[src/rtl/rx_alu_pkg.sv]
package rx_alu_pkg;
  localparam int XLEN    = 32;
  localparam int IMM_W   = 16;
  localparam int SHAMT_W = 5;
  localparam int OP_W    = 4;

  typedef enum logic [OP_W-1:0] {
    OP_ADD   = 4'd0,
    OP_SUB   = 4'd1,
    OP_AND   = 4'd2,
    OP_OR    = 4'd3,
    OP_NOR   = 4'd4,
    OP_SLT   = 4'd5,
    OP_SLTU  = 4'd6,
    OP_SLL   = 4'd7,
    OP_SRL   = 4'd8,
    OP_LUI   = 4'd9,
    OP_ADDI  = 4'd10,
    OP_ANDI  = 4'd11,
    OP_ORI   = 4'd12,
    OP_SLTI  = 4'd13,
    OP_SLTIU = 4'd14,
    OP_RSVD  = 4'd15
  } alu_op_e;

  typedef enum logic [1:0] {
    EXT_SIGN  = 2'd0,
    EXT_ZERO  = 2'd1,
    EXT_UPPER = 2'd2
  } ext_mode_e;
endpackage

[src/rtl/rx_imm_ext.sv]
module rx_imm_ext
  import rx_alu_pkg::*;
#(
  parameter int DATA_W = XLEN,
  parameter int IMM_LEN = IMM_W
) (
  input  logic [IMM_LEN-1:0] imm,
  input  alu_op_e            op,
  output logic [DATA_W-1:0]  ext_val,
  output logic               imm_sel
);
  localparam int PAD = DATA_W - IMM_LEN;

  ext_mode_e mode;

  function automatic logic [DATA_W-1:0] f_sign(input logic [IMM_LEN-1:0] v);
    return {{PAD{v[IMM_LEN-1]}}, v};
  endfunction

  function automatic logic [DATA_W-1:0] f_zero(input logic [IMM_LEN-1:0] v);
    return {{PAD{1'b0}}, v};
  endfunction

  function automatic logic [DATA_W-1:0] f_upper(input logic [IMM_LEN-1:0] v);
    return f_zero(v) << PAD;
  endfunction

  always_comb begin
    mode    = EXT_SIGN;
    imm_sel = 1'b0;
    case (op)
      OP_ADDI, OP_SLTI, OP_SLTIU: begin mode = EXT_SIGN;  imm_sel = 1'b1; end
      OP_ANDI, OP_ORI:            begin mode = EXT_ZERO;  imm_sel = 1'b1; end
      OP_LUI:                     begin mode = EXT_UPPER; imm_sel = 1'b1; end
      default:                    begin mode = EXT_SIGN;  imm_sel = 1'b0; end
    endcase
  end

  always_comb begin
    case (mode)
      EXT_ZERO:  ext_val = f_zero(imm);
      EXT_UPPER: ext_val = f_upper(imm);
      default:   ext_val = f_sign(imm);
    endcase
  end
endmodule

[src/rtl/rx_cmp_unit.sv]
module rx_cmp_unit #(
  parameter int DATA_W = 32
) (
  input  logic [DATA_W-1:0] a,
  input  logic [DATA_W-1:0] b,
  output logic              lt_signed,
  output logic              lt_unsigned
);
  logic [DATA_W:0] diff_ext;
  logic            sign_differs;

  function automatic logic [DATA_W:0] f_wide_sub(input logic [DATA_W-1:0] x,
                                                  input logic [DATA_W-1:0] y);
    return {1'b0, x} - {1'b0, y};
  endfunction

  assign diff_ext     = f_wide_sub(a, b);
  assign sign_differs = a[DATA_W-1] ^ b[DATA_W-1];
  assign lt_unsigned  = diff_ext[DATA_W];
  assign lt_signed    = sign_differs ? a[DATA_W-1] : diff_ext[DATA_W-1];
endmodule

[src/rtl/rx_barrel_shift.sv]
module rx_barrel_shift #(
  parameter int DATA_W = 32,
  parameter int SH_W   = 5
) (
  input  logic [DATA_W-1:0] din,
  input  logic [SH_W-1:0]   amt,
  input  logic              go_left,
  output logic [DATA_W-1:0] dout
);
  logic [DATA_W-1:0] stg [0:SH_W];

  assign stg[0] = din;

  for (genvar i = 0; i < SH_W; i++) begin : g_stage
    localparam int STEP = 1 << i;
    logic [DATA_W-1:0] moved;
    assign moved      = go_left ? (stg[i] << STEP) : (stg[i] >> STEP);
    assign stg[i+1]   = amt[i] ? moved : stg[i];
  end

  assign dout = stg[SH_W];
endmodule

[src/rtl/rx_alu_core.sv]
module rx_alu_core
  import rx_alu_pkg::*;
#(
  parameter int DATA_W = XLEN,
  parameter int SH_W   = SHAMT_W
) (
  input  alu_op_e           op,
  input  logic [DATA_W-1:0] a,
  input  logic [DATA_W-1:0] b_reg,
  input  logic [DATA_W-1:0] b_ext,
  input  logic              imm_sel,
  input  logic [SH_W-1:0]   shamt,
  output logic [DATA_W-1:0] result
);
  logic [DATA_W-1:0] b_opnd;
  logic [DATA_W-1:0] shifted;
  logic              lt_s;
  logic              lt_u;
  logic              shift_left;

  function automatic logic [DATA_W-1:0] f_add(input logic [DATA_W-1:0] x,
                                              input logic [DATA_W-1:0] y);
    return x + y;
  endfunction

  function automatic logic [DATA_W-1:0] f_sub(input logic [DATA_W-1:0] x,
                                              input logic [DATA_W-1:0] y);
    return x + ~y + {{(DATA_W-1){1'b0}}, 1'b1};
  endfunction

  function automatic logic [DATA_W-1:0] f_flag(input logic f);
    return {{(DATA_W-1){1'b0}}, f};
  endfunction

  assign b_opnd     = imm_sel ? b_ext : b_reg;
  assign shift_left = (op == OP_SLL);

  rx_cmp_unit #(.DATA_W(DATA_W)) cmp_i (
    .a          (a),
    .b          (b_opnd),
    .lt_signed  (lt_s),
    .lt_unsigned(lt_u)
  );

  rx_barrel_shift #(.DATA_W(DATA_W), .SH_W(SH_W)) shf_i (
    .din    (a),
    .amt    (shamt),
    .go_left(shift_left),
    .dout   (shifted)
  );

  always_comb begin
    case (op)
      OP_ADD, OP_ADDI:    result = f_add(a, b_opnd);
      OP_SUB:             result = f_sub(a, b_opnd);
      OP_AND, OP_ANDI:    result = a & b_opnd;
      OP_OR, OP_ORI:      result = a | b_opnd;
      OP_NOR:             result = ~(a | b_opnd);
      OP_SLT, OP_SLTI:    result = f_flag(lt_s);
      OP_SLTU, OP_SLTIU:  result = f_flag(lt_u);
      OP_SLL, OP_SRL:     result = shifted;
      OP_LUI:             result = b_opnd;
      default:            result = '0;
    endcase
  end
endmodule

[src/rtl/rx_int_alu.sv]
module rx_int_alu
  import rx_alu_pkg::*;
#(
  parameter int DATA_W  = XLEN,
  parameter int IMM_LEN = IMM_W,
  parameter int SH_W    = SHAMT_W
) (
  input  logic              clk,
  input  logic              rst_n,
  input  logic [OP_W-1:0]   op_sel,
  input  logic [DATA_W-1:0] opnd_a,
  input  logic [DATA_W-1:0] opnd_b,
  input  logic [IMM_LEN-1:0] imm_in,
  input  logic [SH_W-1:0]   shamt_in,
  output logic [DATA_W-1:0] res_q,
  output logic              zero_q
);
  localparam int PAD = DATA_W - IMM_LEN;

  alu_op_e           op_e;
  logic [DATA_W-1:0] ext_val;
  logic              imm_sel;
  logic [DATA_W-1:0] result_c;
  logic              zero_c;

  assign op_e = alu_op_e'(op_sel);

  rx_imm_ext #(.DATA_W(DATA_W), .IMM_LEN(IMM_LEN)) ext_i (
    .imm    (imm_in),
    .op     (op_e),
    .ext_val(ext_val),
    .imm_sel(imm_sel)
  );

  rx_alu_core #(.DATA_W(DATA_W), .SH_W(SH_W)) core_i (
    .op     (op_e),
    .a      (opnd_a),
    .b_reg  (opnd_b),
    .b_ext  (ext_val),
    .imm_sel(imm_sel),
    .shamt  (shamt_in),
    .result (result_c)
  );

  assign zero_c = ~|result_c;

  always_ff @(posedge clk) begin
    if (!rst_n) begin
      res_q  <= '0;
      zero_q <= 1'b1;
    end else begin
      res_q  <= result_c;
      zero_q <= zero_c;
    end
  end


  zero_flag_chk: assert property (@(posedge clk) disable iff (!rst_n)
    zero_q == (res_q == '0));


  upper_imm_chk: assert property (@(posedge clk) disable iff (!rst_n)
    (op_e == OP_LUI) |=> (res_q[PAD-1:0] == '0) && (res_q[DATA_W-1:PAD] == $past(imm_in)));


  nor_invert_chk: assert property (@(posedge clk) disable iff (!rst_n)
    (op_e == OP_NOR && opnd_b == '0) |=> (res_q == ~$past(opnd_a)));


  slt_sign_chk: assert property (@(posedge clk) disable iff (!rst_n)
    (op_e == OP_SLT && opnd_a[DATA_W-1] && !opnd_b[DATA_W-1]) |=> (res_q == {{(DATA_W-1){1'b0}}, 1'b1}));


  sltu_equal_chk: assert property (@(posedge clk) disable iff (!rst_n)
    (op_e == OP_SLTU && opnd_a == opnd_b) |=> (res_q == '0));


  shift_zero_chk: assert property (@(posedge clk) disable iff (!rst_n)
    (op_e == OP_SLL && shamt_in == '0) |=> (res_q == $past(opnd_a)));


  rsvd_code_chk: assert property (@(posedge clk) disable iff (!rst_n)
    (op_e == OP_RSVD) |=> (res_q == '0) && zero_q);
endmodule

[config.mk]
export PLATFORM = sky130hd
export DESIGN_NAME = rx_int_alu
export DESIGN_NICKNAME = d
export VERILOG_FILES = /design/src/rtl/rx_alu_pkg.sv /design/src/rtl/rx_imm_ext.sv /design/src/rtl/rx_cmp_unit.sv /design/src/rtl/rx_barrel_shift.sv /design/src/rtl/rx_alu_core.sv /design/src/rtl/rx_int_alu.sv
export SDC_FILE = /design/constraint.sdc
export NUM_CORES = 1
export LEC_CHECK = 0
export BUFFER_PORTS_ARGS = -buffer_cell sky130_fd_sc_hd__buf_4
export CAP_MARGIN = 10
export CELL_PAD_IN_SITES_DETAIL_PLACEMENT = 1
export CELL_PAD_IN_SITES_GLOBAL_PLACEMENT = 1
export CORE_AREA = 3 3 169 171
export DETAILED_ROUTE_END_ITERATION = 12
export DIE_AREA = 0 0 172 174
export GPL_TIMING_DRIVEN = 0
export PLACE_DENSITY_LB_ADDON = 0.12
export SLEW_MARGIN = 25
export SYNTH_ARGS = -nofsm -noshare
export SYNTH_HDL_FRONTEND = slang
export SYNTH_HIERARCHICAL = 1
export SYNTH_SLANG_ARGS = --single-unit
export TNS_END_PERCENT = 50
[constraint.sdc]
create_clock -name clk -period 9.8 [get_ports clk]
set_input_delay 0.98 -clock clk [delete_from_list [all_inputs] [get_ports clk]]
set_output_delay 0.98 -clock clk [all_outputs]
set_load 0.1 [all_outputs]
# == Yosys cells after proc, flatten, opt, wreduce, memory -nomap -nowiden ==
# Cells that the tools add are included.
# op_classes
reduce_logical,11
n_addsub,4
eq_ne,16
muxes,16
bitwise_logic,5
# ops
op,count
32-bit two-way mux,11
32-bit one-hot mux with 9 select lines,1
32-bit adder,2
32-bit inverter,2
32-bit one-hot mux with 2 select lines,1
32-bit by 32-bit subtractor with 33-bit output,1
"32-bit by 1-bit adder with 32-bit output, second input constant",1
32-bit AND,1
32-bit OR,1
32-bit OR reduction,1
"4-bit equality test, second input constant",7
"4-bit by 3-bit equality test with 1-bit output, second input constant",4
2-bit OR reduction,7
"4-bit by 2-bit equality test with 1-bit output, second input constant",2
6-bit OR reduction,1
"4-bit by 1-bit equality test with 1-bit output, second input constant",1
4-bit zero test,1
2-bit one-hot mux with 2 select lines,1
"2-bit by 1-bit equality test with 1-bit output, second input constant",1
"2-bit equality test, second input constant",1
1-bit two-way mux,2
1-bit zero test,1
1-bit XOR,1
# totals
elab_cells,54
out_inout_bits,33
inputBits,91
ff_bits,33

# == Longest topological paths before layout ==
# Gate-level depths: netlist (run 1).
# depth
depth_word,14
mapped_depth,23
ltp_nobuf,21

# == By module ==
# The synthesis (run 1) kept the hierarchy.
# by_module_without_submodules
module,seq_area_each_um2,instances,area_per_inst_um2,cells_each
rx_alu_core,0.0,1,5793.1,852
rx_barrel_shift,0.0,1,4146.5,612
rx_int_alu,660.6,1,965.9,79
rx_cmp_unit,0.0,1,845.8,112
rx_imm_ext,0.0,1,375.4,51

# == Worst setup path before layout (run 1) ==
# No wires, ideal clock.
# synth_path
path_kind,input to register
startpoint,in op_sel[0]
endpoint,reg zero_q
arrival_ns,5.314
slack_ns,4.417
setup_ns,0.069
stages,20
required_ns,9.731
n_path_buf,4
path_cell_list,or3_1 -> and3_1 -> clkbuf_1 -> clkbuf_1 -> buf_1 -> mux2i_1 -> ha_1 -> buf_4 -> a211oi_2 -> o211ai_1 -> a221oi_1 -> o21a_1 -> a211oi_1 -> or3_1 -> a31oi_1 -> mux2i_1 -> nand4_1 -> nor4_2 -> nand4_1 -> o21ai_1
# synth_between
word_cells_on_any_way,52
cone_classes,4 x add/sub; 16 x eq/ne; 16 x mux; 5 x bitwise; 11 x reduce/logical
# synth_rtl
item,line,text
start: declaration,rx_int_alu.sv:10,"input logic [OP_W-1:0] op_sel,"
4-bit equality test,rx_imm_ext.sv:31,case (op)
6-bit OR reduction (no source line) *,n/a,
1-bit two-way mux *,rx_imm_ext.sv:31,
net imm_sel,rx_int_alu.sv:22,logic imm_sel;
32-bit two-way mux *,rx_alu_core.sv:35,assign b_opnd = imm_sel ? b_ext : b_reg;
32-bit inverter,rx_alu_core.sv:28,"return x + ~y + {{(DATA_W-1){1'b0}}, 1'b1};"
32-bit adder,rx_alu_core.sv:28,
32-bit by 1-bit adder with 32-bit output,rx_alu_core.sv:28,
32-bit one-hot mux with 9 select lines *,rx_alu_core.sv:53,case (op)
net result_c[26],rx_int_alu.sv:23,logic [DATA_W-1:0] result_c;
32-bit OR reduction *,rx_int_alu.sv:45,assign zero_c = ~|result_c;
1-bit zero test *,rx_int_alu.sv:45,
end signal: assignment,rx_int_alu.sv:53,zero_q <= zero_c;
end: declaration,rx_int_alu.sv:16,output logic zero_q
# The timed path passes the listed nets; every way through them passes the cells marked *.
# A chain may end at the register's enable or synchronous reset.

# == Worst setup path in the final report (run 1) ==
# layout_path
startpoint,in op_sel[0]
endpoint,reg zero_q
# layout_between
word_cells_on_any_way,52
cone_classes,4 x add/sub; 16 x eq/ne; 16 x mux; 5 x bitwise; 11 x reduce/logical
# layout_rtl
item,line,text
4-bit equality test,rx_imm_ext.sv:31,
6-bit OR reduction (no source line) *,n/a,
1-bit two-way mux *,rx_imm_ext.sv:31,
net imm_sel,rx_int_alu.sv:22,
32-bit two-way mux *,rx_alu_core.sv:35,
net core_i.b_opnd[21],rx_alu_core.sv:15,logic [DATA_W-1:0] b_opnd;
32-bit by 32-bit subtractor with 33-bit output *,rx_cmp_unit.sv:14,"return {1'b0, x} - {1'b0, y};"
1-bit two-way mux *,rx_cmp_unit.sv:20,assign lt_signed = sign_differs ? a[DATA_W-1] : diff_ext[DATA_W-1];
net core_i.lt_s,rx_alu_core.sv:17,logic lt_s;
32-bit one-hot mux with 9 select lines *,rx_alu_core.sv:53,
net result_c[0],rx_int_alu.sv:23,
32-bit OR reduction *,rx_int_alu.sv:45,
1-bit zero test *,rx_int_alu.sv:45,
# Marked as above.

==> metrics, run 1 <==
status=complete, no violations; number of global-route vias before repair=15731; Core ar.=0.02703 mm2; Hold Buf Count CTS=0; Max Freq=~140 MHz; DR iter-0 viols=2476; CTS max path bufs=2; DPL Wire Length=between 50000 and 60000 um; P_leak=0.005841 uW; Max Cap Viol=0; post-cts resize count=0; CP delay by family, top=buffers and inverters; global-route wire length before repair=roughly 100000 um; hold path depth=2; WP buf/inv=6; final WL=just under 70000 um; CTS clk-pin slew, worst paths=0.06 ns; # fillers=about 3600; crit end category=flip-flop; pwr/cell area=between 100 and 150 mW/mm2; Final WS setup=2.574 ns; TritonCTS Buffers=5; Die Span X=~170 um; Via density=7.329; Tightest Pin Transition=around 1.1 ns; largest net degree at the start of global routing=14; CTS HTree Levels=2; fin crit period=7.226 ns; post-DR wirelength/cell=between 30 and 40 um; Slew Limit Headroom=a little over a quarter; area leader, netlist=ha_1; RSZ-0062 raised after global routing=no; Async SR Flop Fraction=0%; crit-path max cell delay=~0.80 ns; first-pass detailed-route iteration total=6; die height=between 150 and 200 um; top cells by area, synth=ha_1, mux2i_1, dfxtp_1; Tot GR Track Use=about 45%; CTS Sinks=33; area delta synth->final=12.43%; number of flops mapped to enable cells by yosys=0; Hold Vio Cnt, Final=0; mapped cell area=0.01213 mm2; initial core utilization=between 40% and 50%; Worst Path Max Fanout=10; Finished Layout Cells=2178; Yosys top cell area share=between 10% and 20%; Netlist cell types=around 100; M1 WL=roughly 27000 um; Yosys Warn Count=6; Synth Area per Inst=roughly 7 um2; TNS Setup=0 ns; max-slew violations=0; Synth Register Bits=33; WL met3=between 9000 and 10000 um; critical path type=in -> reg; cell at the root of the clock tree=clkbuf_16; type of the most critical hold path=in -> reg; crit path cell chain=buf_4 > or3_1 > and3_1 > clkbuf_1 > clkbuf_1 > buf_1 > mux2i_1 > inv_1 > inv_1 > ha_1 > nand4_1 > nor3_1 > o211ai_1 > nor2_1 > nor2_1 > fa_1 > a221oi_1 > o221ai_1 > nor4_1 > nand4_1 > o21ai_1; CP max-delay cell=buf_1; Detail Route Antenna Nets=0; I/O pin total=around 120; top sig layer=met5; fin util=between 50 and 60%; Final setup viols=0; Setup crit start kind=input port; Post-Synthesis Cells=approximately 1700; Post-synth top cells=nor2_1, inv_1, ha_1; synthesized net count=~1900; DR WL met2=28440 um; count leader, synth=nor2_1; post-synthesis sequential area ratio=under 10%; Placed Cells=2168; full die area=around 0.030 mm2; IO Port Bufs=120; Worst Hold End=res_q[31]; dpl ws=between 2 and 3 ns; HP Start=rst_n; Layout Nets=between 2000 and 2500; Final Wtd Congestion=about 1.2; register area=660.6 um2; Max rail drop VDD=0.00009453 V; drt drc=0; initial antenna violation count=4; FP Rows=60; Final period util=about 74%; Vias=15962; WP data arrival=about 7.4 ns; CTS tree=yes; most used flip-flop cell after synthesis=dfxtp_1; multi-input logic area=0.01024 mm2; fraction of layout cells with a size suffix above 1=between 15 and 20%; gr ovfl total=0; Worst EP required=~10 ns; postcts setup bufs=0
[placed cells by master (no fill, tap or decap), drive strengths merged, types with 9 or more instances in the layout]
cell,n
mux4,10
nand4,14
a21oi,120
dfxtp,33
o31ai,12
a211oi,54
a22oi,14
o221ai,15
nor3,61
nand2b,24
a221o,16
and2,41
buf,184
o21bai,18
a221oi,16
mux2,19
clkbuf,72
o2111ai,20
o211ai,27
nor2,162
nor4,9
or3,12
inv,136
a21o,29
nor2b,33
mux2i,96
nand3,39
a222oi,22
ha,128
o32ai,9
o22ai,40
nand2,117
a31oi,16
o21ai,109
[state kept, by name, indices dropped and copies added, names as in the netlist]
name / count
res_q: 32
zero_q: 1
[report_power, final]
| group | switching (uW) | total [uW] | internal [uW] |
|---|---|---|---|
| Combinational | 772 | 1110 | 334 |
| Sequential | 4.95 | 157 | 152 |
| Clock | 61.9 | 169 | 108 |
[cell families after synthesis]
kind of cell             Yosys count  share of synthesized area [%]
buffers and inverters            266                          10.19
adder cells (fa/ha/maj)          131                          13.70
AND/OR/NAND/NOR                  539                          21.99
multiplexers                     125                          11.61
AO/OA/AOI/OAI                    607                          36.70
XOR/XNOR                           5                         0.3611
flip-flops                        33                          5.448
[area by class of cell]
cell class	count	area share (%)
inverters	138	3.799
flip-flops and latches	33	4.845
clock inverters	1	0.03671
repair buffers	121	6.662
diodes	2	0.03671
clock buffers	7	1.120
multi-input cells	1407	75.10
well taps	341	3.129
plain buffers	128	5.268
[how the worst max path moves through the flow]
stage	startpoint	endpoint	slack, ns	cells after the start
final	op_sel[0]	zero_q	2.57	21
after global placement	op_sel[0]	zero_q	2.83	21
after detailed placement	op_sel[0]	zero_q	2.65	21
after CTS	op_sel[0]	zero_q	2.93	21
after global routing	op_sel[0]	zero_q	2.29	21
after floorplan	op_sel[0]	zero_q	4.42	20
[per-layer routing]
metal,GRT usage (%),up-vias
met4,17.56,6
met1,58.89,7773
li1,-,6638
met3,16.83,273
met2,65.70,1272
met5,2.341,-
[through the flow]
step	hold slack (ns)	area, um2	power [uW]
floorplan	1.107	12130	863.5
global placement	1.273	13450	1189
detailed placement	1.284	13470	1212
CTS	0.9953	13630	1388
global route	1.004	13630	1495
finish	1.003	13630	1433
No activity file was read; power rests on OpenSTA's default activity.
==> inputs of run 2 (changes only) <==
- CORE_AREA: 3 3 169 171 -> 3 3 176 178
- DIE_AREA: 0 0 172 174 -> 0 0 179 181
- clock period: 9.8 -> 6.4 ns (I/O delays scaled with it)
==> run 2 against run 1 <==
Sequential share of layout area about the same. Largest cell class unchanged. Die area increased by 8.3%. Clock-buffer cell count decreased by 2. Via count decreased by 1.7%. Power increased by 51%. Final area increased by 0.51%. Critical path type unchanged. Critical endpoint unchanged.
==> metrics, run 2 (synthesis results as in run 1) <==
Worst Hold End=res_q[29] (was res_q[31]); post-DR wirelength/cell=31.08 um (was 31.81 um); Final Wtd Congestion=1.095 (was 1.167); # fillers=3869 (was 3554); WP data arrival=6.35 ns (was 7.44 ns); Layout Nets=2056 (unchanged); pwr/cell area=157.6 mW/mm2 (was 105.1 mW/mm2); met2 usage=62.18% (was 65.70%); dpl ws=-0.4221 ns (was 2.647 ns); Final setup viols=0 (unchanged); fin crit period=roughly 6.1 ns; CTS max path bufs=2 (unchanged); critical path type=in -> reg (unchanged); P_leak=0.005840 uW (was 0.005841 uW); Finished Layout Cells=2225 (was 2178); Max Freq=about 160 MHz; M1 GR Usage=55.87% (was 58.89%); crit path cell chain=buf_4 > or3_1 > and3_1 > clkbuf_1 > clkbuf_2 > buf_2 > mux2i_1 > inv_1 > inv_1 > ha_1 > nand4_1 > nor3_1 > o211ai_1 > nor2_1 > nor2_1 > fa_1 > a221oi_1 > o221ai_1 > nor4_1 > nand4_1 > o21ai_1 (was buf_4 > or3_1 > and3_1 > clkbuf_1 > clkbuf_1 > buf_1 > mux2i_1 > inv_1 > inv_1 > ha_1 > nand4_1 > nor3_1 > o211ai_1 > nor2_1 > nor2_1 > fa_1 > a221oi_1 > o221ai_1 > nor4_1 > nand4_1 > o21ai_1); Hold Vio Cnt, Final=0 (unchanged); TritonCTS Buffers=5 (unchanged); max-slew violations=0 (unchanged); IO Port Bufs=120 (unchanged); Slew Limit Headroom=33.17% (was 27.21%); Max Cap Viol=0 (unchanged); die height=181 um (was 174 um); clock network power share=11.2% (was 11.8%); Setup crit start kind=input port (unchanged); Die Span X=179 um (was 172 um); register area=660.6 um2 (unchanged); type of the most critical hold path=in -> reg (unchanged); postcts setup bufs=0 (unchanged); initial antenna violation count=2 (was 4); final WL=69150 um (was 69270 um); Core ar.=0.02956 mm2 (was 0.02703 mm2); first-pass detailed-route iteration total=8 (was 6); CTS clk-pin slew, worst paths=0.06 ns (about the same); hold path depth=2 (unchanged); RSZ-0062 raised after global routing=no (unchanged); number of global-route vias before repair=15608 (was 15731); Top reg by flops=res_q (unchanged); drt drc=0 (unchanged); global-route wire length before repair=100900 um (was 102000 um); sw frac=58.87% (was 58.53%); DPL Wire Length=56580 um (was 55610 um); Vias=15685 (was 15962); CTS Sinks=33 (unchanged); area delta synth->final=13.01% (was 12.43%); Flop pwr share=11.2% (was 11.0%); Switching Power=1272 uW (was 838.5 uW); status=complete, no violations (unchanged); number of flip-flops in the largest register=32 (unchanged); Final period util=between 90% and 100%; CP max-delay cell=nor4_1 (was buf_1); gr ovfl total=0 (unchanged); largest net degree at the start of global routing=14 (unchanged); Worst EP required=6.62 ns (was 10.01 ns); Detail Route Antenna Nets=0 (unchanged); HP Start=rst_n (unchanged); initial core utilization=41.02% (was 44.87%); I/O pin total=124 (unchanged); internal power=888.5 uW (was 594.0 uW); Ant. Diodes=0 (was 2); Tot GR Track Use=41.33% (was 44.76%); TNS Setup=0 ns (unchanged); global routing's busiest layer=met2 (unchanged); DR iter-0 viols=1883 (was 2476); Tightest Pin Transition=0.9965 ns (was 1.088 ns); met3 usage=12.44% (was 16.83%); CTS tree=yes (unchanged); Final WS setup=0.2727 ns (was 2.574 ns); commonest non-fill, non-tap cell in the layout=nor2_1 (unchanged); multi-input logic area=0.01026 mm2 (was 0.01024 mm2); fraction of layout cells with a size suffix above 1=16.19% (was 15.75%); Max rail drop VDD=0.0001001 V (was 0.00009453 V); Via density=7.049 (was 7.329); biggest regs=res_q (32), zero_q (1) (unchanged); total power=2160 uW (was 1433 uW); Worst Path Max Fanout=10 (unchanged); Combinational Power Share=77.6% (was 77.2%); commonest non-fill, non-tap cells in the layout=nor2_1, inv_1, buf_4, ha_1, a21oi_1 (unchanged); crit-path max cell delay=0.60 ns (was 0.80 ns); FP Rows=63 (was 60); cell at the root of the clock tree=clkbuf_16 (unchanged); full die area=0.03240 mm2 (was 0.02993 mm2); Placed Cells=2217 (was 2168); CTS HTree Levels=2 (unchanged); crit end category=flip-flop (unchanged); fin util=46.36% (was 50.45%)
==> run 2: changes by cell type in the layout (fill, tap and decap cells not counted), moves of 2 or more <==
cell      change
buf_1         -2
clkbuf_8      -2
mux2i_2       +3
diode_2       -2
mux2i_1       -3
==> run 2: worst max-delay path, delay by kind of cell <==
kind	cells	cell delay [ns]
AOI/OAI and AO/OA	4	1.27
adders and majority gates	2	0.50
buffers and inverters	6	1.46
muxes	1	0.50
and+or+nand+nor	8	1.95
==> run 2: how the worst max path moves through the flow <==
stage	startpoint	to	cells past startpoint
finish	op_sel[0]	zero_q	21
global placement	op_sel[0]	zero_q	20
CTS	op_sel[0]	zero_q	20
global route	op_sel[0]	zero_q	21
detailed placement	op_sel[0]	zero_q	20
floorplan	op_sel[0]	zero_q	20
==> run 2: final cells by class <==
type	instances	share of cell area [%]
plain buffers	128	5.314
clock buffers	5	0.9130
clock inverters	3	0.1278
inverters	138	3.780
multi-input cells	1407	74.86
flip-flops and latches	33	4.821
well taps	390	3.561
repair buffers	121	6.628
==> run 2: timing repair <==
| action | 4_1_cts | 5_1_grt |
|---|---|---|
| hold endpoints to repair | 0 | 0 |
| resized for setup | 3 | 6 |
| hold buffers | 0 | 0 |
| endpoints found under the setup margin | 1 | 1 |
==> run 2: per-stage QoR <==
stage | hold WS, ns | cell area (um2)
after floorplan | 0.7673 | 12130
after global placement | 0.9286 | 13520
after detailed placement | 0.9337 | 13540
after CTS | 0.6359 | 13690
after global routing | 0.6450 | 13700
final | 0.6419 | 13700
==> run 2: per-layer routing <==
| metal | up-vias | routed length, um |
|---|---|---|
| met5 | - | 14 |
| met3 | 208 | 8642 |
| met1 | 7743 | 28200 |
| met4 | 4 | 2984 |
| li1 | 6640 | - |
| met2 | 1090 | 29310 |
==> run 2: power by group through the flow <==
stage	logic, uW	clock network, uW	registers [uW]
6_report	1680	242	241
5_1_grt	1760	261	244
4_1_cts	1620	247	242
3_5_place_dp	1610	0	246
3_3_place_gp	1590	0	244
2_1_floorplan	878	0	444
